File: src/rtl/sst_pkg.sv
package sst_pkg;
  localparam int unsigned SRC_N    = 4;
  localparam int unsigned SRC_PIT  = 0;
  localparam int unsigned SRC_WDOG = 1;
  localparam int unsigned SRC_STEP = 2;
  localparam int unsigned SRC_ALM  = 3;

  typedef enum logic [2:0] {
    A_PERIOD = 3'd0,
    A_PRESC  = 3'd1,
    A_ALARM  = 3'd2,
    A_STATUS = 3'd3,
    A_IEN    = 3'd4,
    A_IDIS   = 3'd5,
    A_MASK   = 3'd6,
    A_COUNT  = 3'd7
  } sst_addr_e;
endpackage

File: src/rtl/sst_rtc.sv
// Prescaler and free-running real-time counter.
module sst_rtc #(
  parameter int unsigned CNT_W   = 20,
  parameter int unsigned DIV_W   = 16,
  parameter int unsigned DIV_RST = 32768
) (
  input  logic             clk,
  input  logic             rst_n,
  input  logic             tick,
  input  logic             presc_we,
  input  logic [DIV_W-1:0] presc_wdata,
  output logic [DIV_W-1:0] presc_q,
  output logic [CNT_W-1:0] rtc_q,
  output logic [CNT_W-1:0] rtc_nxt,
  output logic             step_o
);
  logic [DIV_W-1:0] div_q, div_d, presc_d, terminal;
  logic [CNT_W-1:0] rtc_d;

  // A prescaler of 0 wraps to all ones here, i.e. a 2^DIV_W divide.
  assign terminal = presc_q - DIV_W'(1);
  assign rtc_nxt  = rtc_q + CNT_W'(1);

  always_comb begin
    presc_d = presc_q;
    div_d   = div_q;
    step_o  = 1'b0;
    if (presc_we) begin
      presc_d = presc_wdata;
      div_d   = '0;
    end else if (tick) begin
      if (div_q == terminal) begin
        div_d  = '0;
        step_o = 1'b1;
      end else begin
        div_d = div_q + DIV_W'(1);
      end
    end
    rtc_d = step_o ? rtc_nxt : rtc_q;
  end

  always_ff @(posedge clk or negedge rst_n) begin
    if (!rst_n) begin
      presc_q <= DIV_W'(DIV_RST);
      div_q   <= '0;
      rtc_q   <= '0;
    end else begin
      presc_q <= presc_d;
      div_q   <= div_d;
      rtc_q   <= rtc_d;
    end
  end

  p_rtc_step_r2: assert property (@(posedge clk) disable iff (!rst_n)
    (rtc_q != $past(rtc_q)) |-> (rtc_q == $past(rtc_q) + CNT_W'(1)));
  p_rtc_hold_r2: assert property (@(posedge clk) disable iff (!rst_n)
    !tick |=> $stable(rtc_q));
endmodule

File: src/rtl/sst_alarm.sv
// Absolute-time alarm: equality with the value the counter steps onto.
module sst_alarm #(
  parameter int unsigned CNT_W = 20
) (
  input  logic             clk,
  input  logic             rst_n,
  input  logic             alm_we,
  input  logic [CNT_W-1:0] alm_wdata,
  input  logic             step_i,
  input  logic [CNT_W-1:0] rtc_q,
  input  logic [CNT_W-1:0] rtc_nxt,
  output logic [CNT_W-1:0] alarm_q,
  output logic             match_o
);
  logic [CNT_W-1:0] alarm_d;

  // Matching only on a step means a value equal to the present count
  // cannot fire until the counter comes round again.
  always_comb begin
    alarm_d = alm_we ? alm_wdata : alarm_q;
    match_o = step_i && (rtc_nxt == alarm_q);
  end

  always_ff @(posedge clk or negedge rst_n) begin
    if (!rst_n) alarm_q <= '1;
    else        alarm_q <= alarm_d;
  end

  p_alarm_hit_r4: assert property (@(posedge clk) disable iff (!rst_n)
    match_o |=> (rtc_q == $past(alarm_q)));
  p_cancel_r5: assert property (@(posedge clk) disable iff (!rst_n)
    (alm_we && (alm_wdata == rtc_q) && !step_i) |=> !match_o);
endmodule

File: src/rtl/sst_pit.sv
// Periodic interval down-counter with automatic reload.
module sst_pit #(
  parameter int unsigned PER_W = 16
) (
  input  logic             clk,
  input  logic             rst_n,
  input  logic             tick,
  input  logic             per_we,
  input  logic [PER_W-1:0] per_wdata,
  output logic [PER_W-1:0] per_q,
  output logic             evt_o
);
  logic [PER_W-1:0] per_d, cnt_q, cnt_d, reload;

  // Period 0 reloads all ones, giving 2^PER_W ticks per event.
  assign reload = per_q - PER_W'(1);

  always_comb begin
    per_d = per_q;
    cnt_d = cnt_q;
    evt_o = 1'b0;
    if (per_we) begin
      per_d = per_wdata;
      cnt_d = per_wdata - PER_W'(1);
    end else if (tick) begin
      if (cnt_q == '0) begin
        evt_o = 1'b1;
        cnt_d = reload;
      end else begin
        cnt_d = cnt_q - PER_W'(1);
      end
    end
  end

  always_ff @(posedge clk or negedge rst_n) begin
    if (!rst_n) begin
      per_q <= '0;
      cnt_q <= '1;
    end else begin
      per_q <= per_d;
      cnt_q <= cnt_d;
    end
  end

  p_pit_reload_r11: assert property (@(posedge clk) disable iff (!rst_n)
    (evt_o && !per_we) |=> (cnt_q == $past(per_q) - PER_W'(1)));
  p_pit_hold_r11: assert property (@(posedge clk) disable iff (!rst_n)
    (!tick && !per_we) |=> $stable(cnt_q));
endmodule

File: src/rtl/sst_irq.sv
// Status latch with clear-on-read and set/clear mask.
module sst_irq #(
  parameter int unsigned SRC_N = 4
) (
  input  logic             clk,
  input  logic             rst_n,
  input  logic [SRC_N-1:0] ev_i,
  input  logic             rd_clr,
  input  logic             en_we,
  input  logic             dis_we,
  input  logic [SRC_N-1:0] wbits,
  output logic [SRC_N-1:0] status_q,
  output logic [SRC_N-1:0] mask_q,
  output logic             irq_o
);
  logic [SRC_N-1:0] status_d, mask_d;

  always_comb begin
    // Events in the read cycle are OR-ed after the clear so none is lost.
    status_d = (rd_clr ? '0 : status_q) | ev_i;
    mask_d   = mask_q;
    if (en_we)  mask_d = mask_d | wbits;
    if (dis_we) mask_d = mask_d & ~wbits;
  end

  always_ff @(posedge clk or negedge rst_n) begin
    if (!rst_n) begin
      status_q <= '0;
      mask_q   <= '0;
    end else begin
      status_q <= status_d;
      mask_q   <= mask_d;
    end
  end

  assign irq_o = |(status_q & mask_q);

  p_mask_set_r7: assert property (@(posedge clk) disable iff (!rst_n)
    en_we |=> ((mask_q & $past(wbits)) == $past(wbits)));
  p_mask_clr_r7: assert property (@(posedge clk) disable iff (!rst_n)
    dis_we |=> ((mask_q & $past(wbits)) == '0));
  p_stat_clear_r9: assert property (@(posedge clk) disable iff (!rst_n)
    (rd_clr && (ev_i == '0)) |=> (status_q == '0));

  for (genvar i = 0; i < SRC_N; i++) begin : g_keep
    p_stat_keep_r10: assert property (@(posedge clk) disable iff (!rst_n)
      ev_i[i] |=> status_q[i]);
  end
endmodule

File: src/rtl/slow_sys_timer.sv
module slow_sys_timer #(
  parameter int unsigned CNT_W   = 20,
  parameter int unsigned DIV_W   = 16,
  parameter int unsigned DIV_RST = 32768,
  parameter int unsigned PER_W   = 16,
  parameter int unsigned DATA_W  = 32
) (
  input  logic              clk,
  input  logic              rst_n,
  input  logic              slow_tick,
  input  logic              wdog_ovf,
  input  logic              bus_sel,
  input  logic              bus_wr,
  input  logic [2:0]        bus_addr,
  input  logic [DATA_W-1:0] bus_wdata,
  output logic [DATA_W-1:0] bus_rdata,
  output logic              irq
);
  import sst_pkg::*;

  logic [1:0] rst_sync_q;
  logic       rst_sn;

  always_ff @(posedge clk or negedge rst_n) begin
    if (!rst_n) rst_sync_q <= 2'b00;
    else        rst_sync_q <= {rst_sync_q[0], 1'b1};
  end
  assign rst_sn = rst_sync_q[1];

  logic wr_en, rd_en;
  logic we_period, we_presc, we_alarm, we_ien, we_idis, rd_status;
  assign wr_en     = bus_sel && bus_wr;
  assign rd_en     = bus_sel && !bus_wr;
  assign we_period = wr_en && (bus_addr == A_PERIOD);
  assign we_presc  = wr_en && (bus_addr == A_PRESC);
  assign we_alarm  = wr_en && (bus_addr == A_ALARM);
  assign we_ien    = wr_en && (bus_addr == A_IEN);
  assign we_idis   = wr_en && (bus_addr == A_IDIS);
  assign rd_status = rd_en && (bus_addr == A_STATUS);

  logic [DIV_W-1:0] presc_q;
  logic [CNT_W-1:0] rtc_q, rtc_nxt, alarm_q;
  logic [PER_W-1:0] per_q;
  logic             step, alm_hit, pit_evt;
  logic [SRC_N-1:0] ev, status_q, mask_q;

  sst_rtc #(.CNT_W(CNT_W), .DIV_W(DIV_W), .DIV_RST(DIV_RST)) u_rtc (
    .clk(clk), .rst_n(rst_sn), .tick(slow_tick),
    .presc_we(we_presc), .presc_wdata(bus_wdata[DIV_W-1:0]),
    .presc_q(presc_q), .rtc_q(rtc_q), .rtc_nxt(rtc_nxt), .step_o(step)
  );

  sst_alarm #(.CNT_W(CNT_W)) u_alarm (
    .clk(clk), .rst_n(rst_sn), .alm_we(we_alarm),
    .alm_wdata(bus_wdata[CNT_W-1:0]), .step_i(step),
    .rtc_q(rtc_q), .rtc_nxt(rtc_nxt), .alarm_q(alarm_q), .match_o(alm_hit)
  );

  sst_pit #(.PER_W(PER_W)) u_pit (
    .clk(clk), .rst_n(rst_sn), .tick(slow_tick), .per_we(we_period),
    .per_wdata(bus_wdata[PER_W-1:0]), .per_q(per_q), .evt_o(pit_evt)
  );

  always_comb begin
    ev           = '0;
    ev[SRC_PIT]  = pit_evt;
    ev[SRC_WDOG] = wdog_ovf;
    ev[SRC_STEP] = step;
    ev[SRC_ALM]  = alm_hit;
  end

  sst_irq #(.SRC_N(SRC_N)) u_irq (
    .clk(clk), .rst_n(rst_sn), .ev_i(ev), .rd_clr(rd_status),
    .en_we(we_ien), .dis_we(we_idis), .wbits(bus_wdata[SRC_N-1:0]),
    .status_q(status_q), .mask_q(mask_q), .irq_o(irq)
  );

  logic unused_wdata;
  assign unused_wdata = ^bus_wdata;

  always_comb begin
    bus_rdata = '0;
    if (rd_en) begin
      unique case (bus_addr)
        A_PERIOD: bus_rdata = DATA_W'(per_q);
        A_PRESC:  bus_rdata = DATA_W'(presc_q);
        A_ALARM:  bus_rdata = DATA_W'(alarm_q);
        A_STATUS: bus_rdata = DATA_W'(status_q);
        A_MASK:   bus_rdata = DATA_W'(mask_q);
        A_COUNT:  bus_rdata = DATA_W'(rtc_q);
        default:  bus_rdata = '0;
      endcase
    end
  end
endmodule

File: config.mk
export PLATFORM = sky130hd
export DESIGN_NAME = slow_sys_timer
export DESIGN_NICKNAME = d
export VERILOG_FILES = /design/src/rtl/sst_pkg.sv /design/src/rtl/sst_rtc.sv /design/src/rtl/sst_alarm.sv /design/src/rtl/sst_pit.sv /design/src/rtl/sst_irq.sv /design/src/rtl/slow_sys_timer.sv
export SDC_FILE = /design/constraint.sdc
export NUM_CORES = 1
export LEC_CHECK = 0
export BUFFER_PORTS_ARGS = -buffer_cell sky130_fd_sc_hd__buf_2
export CORE_MARGIN = 5
export CORE_UTILIZATION = 23
export CTS_BUF_LIST = sky130_fd_sc_hd__clkbuf_8
export DETAILED_ROUTE_END_ITERATION = 12
export PLACE_DENSITY = 0.43
export RECOVER_POWER = 50
export SLEW_MARGIN = 0
export SYNTH_ARGS = -nofsm -noshare
export SYNTH_HDL_FRONTEND = slang
export SYNTH_SLANG_ARGS = --single-unit
File: constraint.sdc
create_clock -name clk -period 4 [get_ports clk]
set_input_delay 0.4 -clock clk [delete_from_list [all_inputs] [get_ports clk]]
set_output_delay 0.4 -clock clk [all_outputs]
set_load 0.005 [all_outputs]
=== After elaboration in Yosys (flattened, before gate mapping) ===
Index checks and enable logic that the tools add are counted.

* Register bits after elaboration: 114
* Output and inout port bits: 33
* Word-level logic and storage cells: 61

* Bitwise operators: 5
* Reduce and logical (&&, ||, !) cells: 15
* Add/sub/neg operators: 6
* Eq/ne operators: 9
* Multiplexer cells: 17

{| class="wikitable"
|+ Operators with widths
! operator !! count
|-
| $pmux W20 S6 || 1
|-
| $mux W16 || 6
|-
| $sub A16 B1 Y16 const B || 4
|-
| $mux W32 || 1
|-
| $add A20 B1 Y20 const B || 1
|-
| $eq A20 B20 Y1 || 1
|-
| $add A16 B1 Y16 const B || 1
|-
| $eq A16 B16 Y1 || 1
|-
| $logic_not A16 Y1 || 1
|-
| $eq A3 B3 Y1 const B || 4
|-
| $mux W4 || 3
|-
| $logic_and A1 B1 Y1 || 9
|-
| $and A4 B4 Y4 || 2
|-
| $or A4 B4 Y4 || 2
|-
| $eq A3 B2 Y1 const B || 2
|-
| $mux W1 || 6
|-
| $not A4 Y4 || 1
|-
| $reduce_bool A2 Y1 || 2
|-
| $reduce_or A4 Y1 || 1
|-
| $eq A3 B1 Y1 const B || 1
|-
| $logic_not A3 Y1 || 1
|-
| $logic_not A1 Y1 || 1
|}

=== Logic depth before layout (Yosys ltp) ===
* Word-level depth: 7
* Gate-level depth with buffers: 16
* Gate-level depth less buffers: 13

=== Cells and area by module ===
A second synthesis with hierarchy kept.

* Cells, all modules: 860
* Area, all modules: 8,049.0 um^2

{| class="wikitable"
|+ By module, submodules not included
! module !! sequential area each (um^2) !! times used !! area each (um^2) !! cells an instance
|-
| sst_rtc || 1,302.5 || 1 || 3,656.0 || 374
|-
| sst_pit || 820.8 || 1 || 2,065.7 || 238
|-
| slow_sys_timer || 50.0 || 1 || 1,049.8 || 155
|-
| sst_alarm || 525.5 || 1 || 984.7 || 69
|-
| sst_irq || 200.2 || 1 || 292.8 || 24
|}

=== Worst setup path before layout ===
Ideal clock, no wire load.

* Kind: input port to flip-flop
* From: in bus_addr[2]
* To: reg u_pit.cnt_q[14]
* Stages: 15
* Buffers on the path: 4
* Library setup time: 0.077 ns
* Data required time: 3.923 ns
* Path slack: 0.795 ns
* Arrival: 3.128 ns
* Cells stage by stage: buf_2 > nor2_4 > and2_1 > buf_4 > buf_2 > buf_1 > o21a_1 > ha_1 > nand2_1 > o22ai_1 > a21oi_1 > nor3b_1 > nand3_1 > or3_1 > a31oi_1

* Longest elaborated chain between the ends: 3
* Elaborated cells on any way between the ends: 4
* Classes of those cells: 1 x mux; 3 x reduce/logical

{| class="wikitable"
|+ Ends and longest elaborated chain
! item !! line !! text
|-
| start, declared || slow_sys_timer.sv:14 || <nowiki>input logic [2:0] bus_addr,</nowiki>
|-
| $logic_not A3 Y1 * || slow_sys_timer.sv:34 || <nowiki>assign we_period = wr_en && (bus_addr == A_PERIOD);</nowiki>
|-
| $logic_and A1 B1 Y1 * || slow_sys_timer.sv:34 ||
|-
| $mux W16 / $reduce_bool A2 Y1 (equally long branches) || -- ||
|-
| end signal, assigned || sst_pit.sv:41 || <nowiki>cnt_q <= cnt_d;</nowiki>
|-
| end, declared || sst_pit.sv:13 || <nowiki>logic [PER_W-1:0] per_d, cnt_q, cnt_d, reload;</nowiki>
|}

Every way passes the cells marked *; elsewhere a longest branch is shown, timed or not.
A chain may end at the register's enable or synchronous reset.

=== Final worst setup path ===
* From: reg u_rtc.presc_q[0]
* To: reg u_rtc.rtc_q[7]

* Longest elaborated chain between the ends: 5

{| class="wikitable"
|+ Ends and longest elaborated chain
! item !! line !! text
|-
| start, declared || sst_rtc.sv:12 || <nowiki>output logic [DIV_W-1:0] presc_q,</nowiki>
|-
| start signal, assigned || sst_rtc.sv:44 || <nowiki>presc_q <= DIV_W'(DIV_RST);</nowiki>
|-
| start signal, assigned || sst_rtc.sv:48 || <nowiki>presc_q <= presc_d;</nowiki>
|-
| $sub A16 B1 Y16 || sst_rtc.sv:21 || <nowiki>assign terminal = presc_q - DIV_W'(1);</nowiki>
|-
| $eq A16 B16 Y1 || sst_rtc.sv:32 || <nowiki>if (div_q == terminal) begin</nowiki>
|-
| $mux W1 || sst_rtc.sv:32 ||
|-
| $mux W1 || sst_rtc.sv:31 || <nowiki>end else if (tick) begin</nowiki>
|-
| $mux W1 || sst_rtc.sv:28 || <nowiki>if (presc_we) begin</nowiki>
|-
| end signal, assigned || sst_rtc.sv:50 || <nowiki>rtc_q <= rtc_d;</nowiki>
|-
| end, declared || sst_rtc.sv:13 || <nowiki>output logic [CNT_W-1:0] rtc_q,</nowiki>
|}

No other way between the ends.

==> metrics.cfg <==
[setup_path]
rr_startpoint = u_rtc.presc_q[0]$_DFFE_PN0P_
crit_path_max_incr_delay_ps = 620
arrival_ps = 3590
path_cells = inv_1 > ha_1 > nor3_1 > nand3_1 > a211o_1 > a2111oi_0 > and4_1 > nand3_2 > xnor2_1
slowest_stage = and4_1
critPathMaxFanout = 11
worst_setup_path_end_kind = flip-flop
cp_top_family = simple AND/OR/NAND/NOR gates
r2r-end = u_rtc.rtc_q[7]$_DFFE_PN0P_
cp-start-kind = flip-flop
path_class = reg2reg
ff2ff_setup_slack_ps = 730
rr_worst_depth = 9
crit_buf_inv = 1
required_ps = 4320

[yosys]
synth_ff_type = dfrtp_1
yosys.area.top_type = dfrtp_1
synth_edf_count = 0
netlist.area_leader.share = 0.262
synth_seq_area_share = 0.394
yosysUniqueCellTypes = 68
netlist_top_cells_count = 110 x nand2_1, 77 x dfrtp_1, 65 x nor2_1, 53 x mux2_2, 42 x xor2_1
synthTopCellsByArea = dfrtp_1 26%, dfstp_2 13%, mux2_2 8.1%, nand2_1 5.6%, xor2_1 5.0%
syn_avg_cell_area_um2 = 9.01
async_reset_ff_frac = 1.00
syn_inst = 817
synth_warnings = 0
synth_most_common_cell = nand2_1
synth_seq_cells = 114
netlist_area_um2 = 7360

[power]
intPower_uw = 2380
clockPowerShare = 0.289
powerDensity_nw_per_um2 = 445
p_seq_frac = 0.466
leakagePower_uw = 0.00354
power_frac_comb = 0.245
power.switching_uw = 1340
finalPower_uw = 3720
ir_worst_vdd_mv = 0.159
p_sw_frac = 0.361

[cts]
clockBufferDepth = 2
cts_root_buf = clkbuf_8
insertion_delay_ps = 450
cts_inserted_buffers = 17
cts.sinks = 114
h-tree-depth = 4
cts_resized = 0
cts_tree = done
clkTransAtPathRegs_ps = 80

[finish]
nFillCells = 3381
antenna_cells = 0
nNetsFinal = 899
drive_gt1_frac = 0.226
syn2layout_area_growth_pct = 13.3
fin_util = 0.264

[timing]
max_freq_ghz = 0.306
slew_headroom = -0.788
layout_min_cycle_time_ps = 3270
tns_ps = 0
fin_crit_sh = 0.817
worstMarginPinSlew_ps = 2680
final-hold-violation-count = 0
rsz0062_at_grt = false
finClkSkew_ps = 17.3
setup_viol = 0
slew_viol_final = 63
fin_ws_ps = 733

[routing]
wl_per_cell_um = 17.6
routed_wirelength_um = 22300
vias = 6023
drt_iter0_drc = 353
first_pass_iters = 5
drtAntennaViolNets = 0
viasPerCell = 4.75
drc_errors = 0

[global_routing]
grt_pass1_wl_um = 35100
grtUsageTotal = 0.125
grt_pass1_vias = 6036
grt.overflow.total = 0
grt_max_degree = 63
antenna_found_initial = 3

[placement]
portBuffers = 49
dp_slack_ps = 716
dp_hpwl_um = 16200
gp_congestion = 0.868

[status]
violations = capacitance limit, slew limit
status = finished with violations

[die]
die_x_um = 189
die-area_um2 = 35700
initial_core_util = 0.233
std_cell_rows = 65
top_level_ports = 74
die_h_um = 189
core_um2 = 31600

[min_path]
min_path_type = in2reg
hold_start = wdog_ovf
hold_end = u_irq.status_q[1]$_DFF_PN0_
hold_depth = 2

[job]
max-cap-violations = 1

[power by group through the flow]
stage / sequential (uW) / combinational, uW / clock (uW)
global placement: 1760 / 905 / 0
finish: 1730 / 909 / 1070
detailed placement: 1750 / 911 / 0
CTS: 1730 / 917 / 1120
global route: 1770 / 1020 / 1170
floorplan: 1610 / 753 / 0
[cells in the final DEF (no fill, tap or decap), types with 4 or more instances in the layout]
cell type and count:
nor4_1 9, a22o_1 12, buf_4 13, a21o_1 11, nor3b_1 10, o21ai_0 39
inv_1 15, clkbuf_8 17, a211oi_1 4, dfstp_2 37, mux2_2 53, clkbuf_1 10
xor2_1 42, buf_2 46, clkinv_4 4, or3_1 12, nand2b_1 4, a31oi_1 12
nand3_1 31, mux2i_1 7, dfrtp_1 77, conb_1 13, ha_1 4, nand2_1 110
nor2_1 66, a22oi_1 22, nor3_1 13, nand4_1 15, and3_1 12, and4_1 4
o211ai_1 8, a21oi_1 28, inv_6 5, xnor2_1 39
[final cells by class]
class | instances | area, um^2 | share of cell area
flip-flops and latches | 114 | 2900 | 0.347
clock inverters | 15 | 148 | 0.0177
inverters | 15 | 56.3 | 0.00675
repair buffers | 71 | 380 | 0.0456
well taps | 402 | 503 | 0.0603
clock buffers | 17 | 234 | 0.0280
multi-input cells | 635 | 4120 | 0.494
[flip-flops by register name, indices dropped and copies added, names as in the netlist, named ones only]
signal / count
u_pit.cnt_q: 16
u_rtc.rtc_q: 20
u_rtc.presc_q: 16
u_alarm.alarm_q: 20
u_pit.per_q: 16
u_rtc.div_q: 16
rst_sync_q: 2
u_irq.status_q: 4
[repair_timing]
action	4_1_cts	5_1_grt
buffers inserted	0	0
hold buffers	1	0
hold endpoints to repair	2	0
[worst reg2reg max path: cells and delay by family, from the launching register on]
family	cells	cell delay, ps
compound gates	2	770
xor+xnor	1	140
fa+ha+maj	1	350
buf+inv	1	110
flops	1	600
simple gates	4	1170
[cell families (layout without fill, tap and decap cells)]
family | Yosys count | after routing | share of synthesized area
AOI/OAI and AO/OA | 165 | 165 | 0.151
and+or+nand+nor | 312 | 312 | 0.210
muxes | 60 | 60 | 0.0906
other | 2 | 13 | 0.00102
adders and majority gates | 4 | 4 | 0.00680
DFF | 114 | 114 | 0.394
xor gates and xnor gates | 81 | 81 | 0.0963
buffers and inverters | 79 | 118 | 0.0508
[how the worst max path moves through the flow]
stage / start / to / cells past startpoint
2_1_floorplan: rst_sync_q[1]$_DFF_PN0_ / async pin / 0
3_3_place_gp: u_rtc.presc_q[0]$_DFFE_PN0P_ / u_rtc.rtc_q[16]$_DFFE_PN0P_ / 9
3_5_place_dp: u_rtc.presc_q[0]$_DFFE_PN0P_ / u_rtc.rtc_q[16]$_DFFE_PN0P_ / 9
4_1_cts: u_rtc.presc_q[0]$_DFFE_PN0P_ / u_rtc.rtc_q[10]$_DFFE_PN0P_ / 9
5_1_grt: u_rtc.presc_q[0]$_DFFE_PN0P_ / u_rtc.div_q[4]$_DFFE_PN0P_ / 10
6_report: u_rtc.presc_q[0]$_DFFE_PN0P_ / u_rtc.rtc_q[7]$_DFFE_PN0P_ / 9
[per-layer routing]
layer / track usage / vias to the layer above / part of all wire / routed length, um
met2: 0.195 / 103 / 0.46 / 10300
met3: 0.0247 / 17 / 0.036 / 802
met5: 0 / - / 0.00094 / 21
met4: 0.0334 / 4 / 0.011 / 239
li1: - / 2956 / - / -
met1: 0.176 / 2943 / 0.49 / 10900
[stage by stage]
step / instances / hold slack, ps / area (um^2)
final: 1269 / 128 / 8340
after global placement: 1236 / 188 / 8000
after detailed placement: 1236 / 192 / 8000
after floorplan: 828 / 104 / 7400
after global routing: 1269 / 102 / 8340
after CTS: 1269 / 90.7 / 8390
Note: power is estimated with default switching activity, not from simulation.
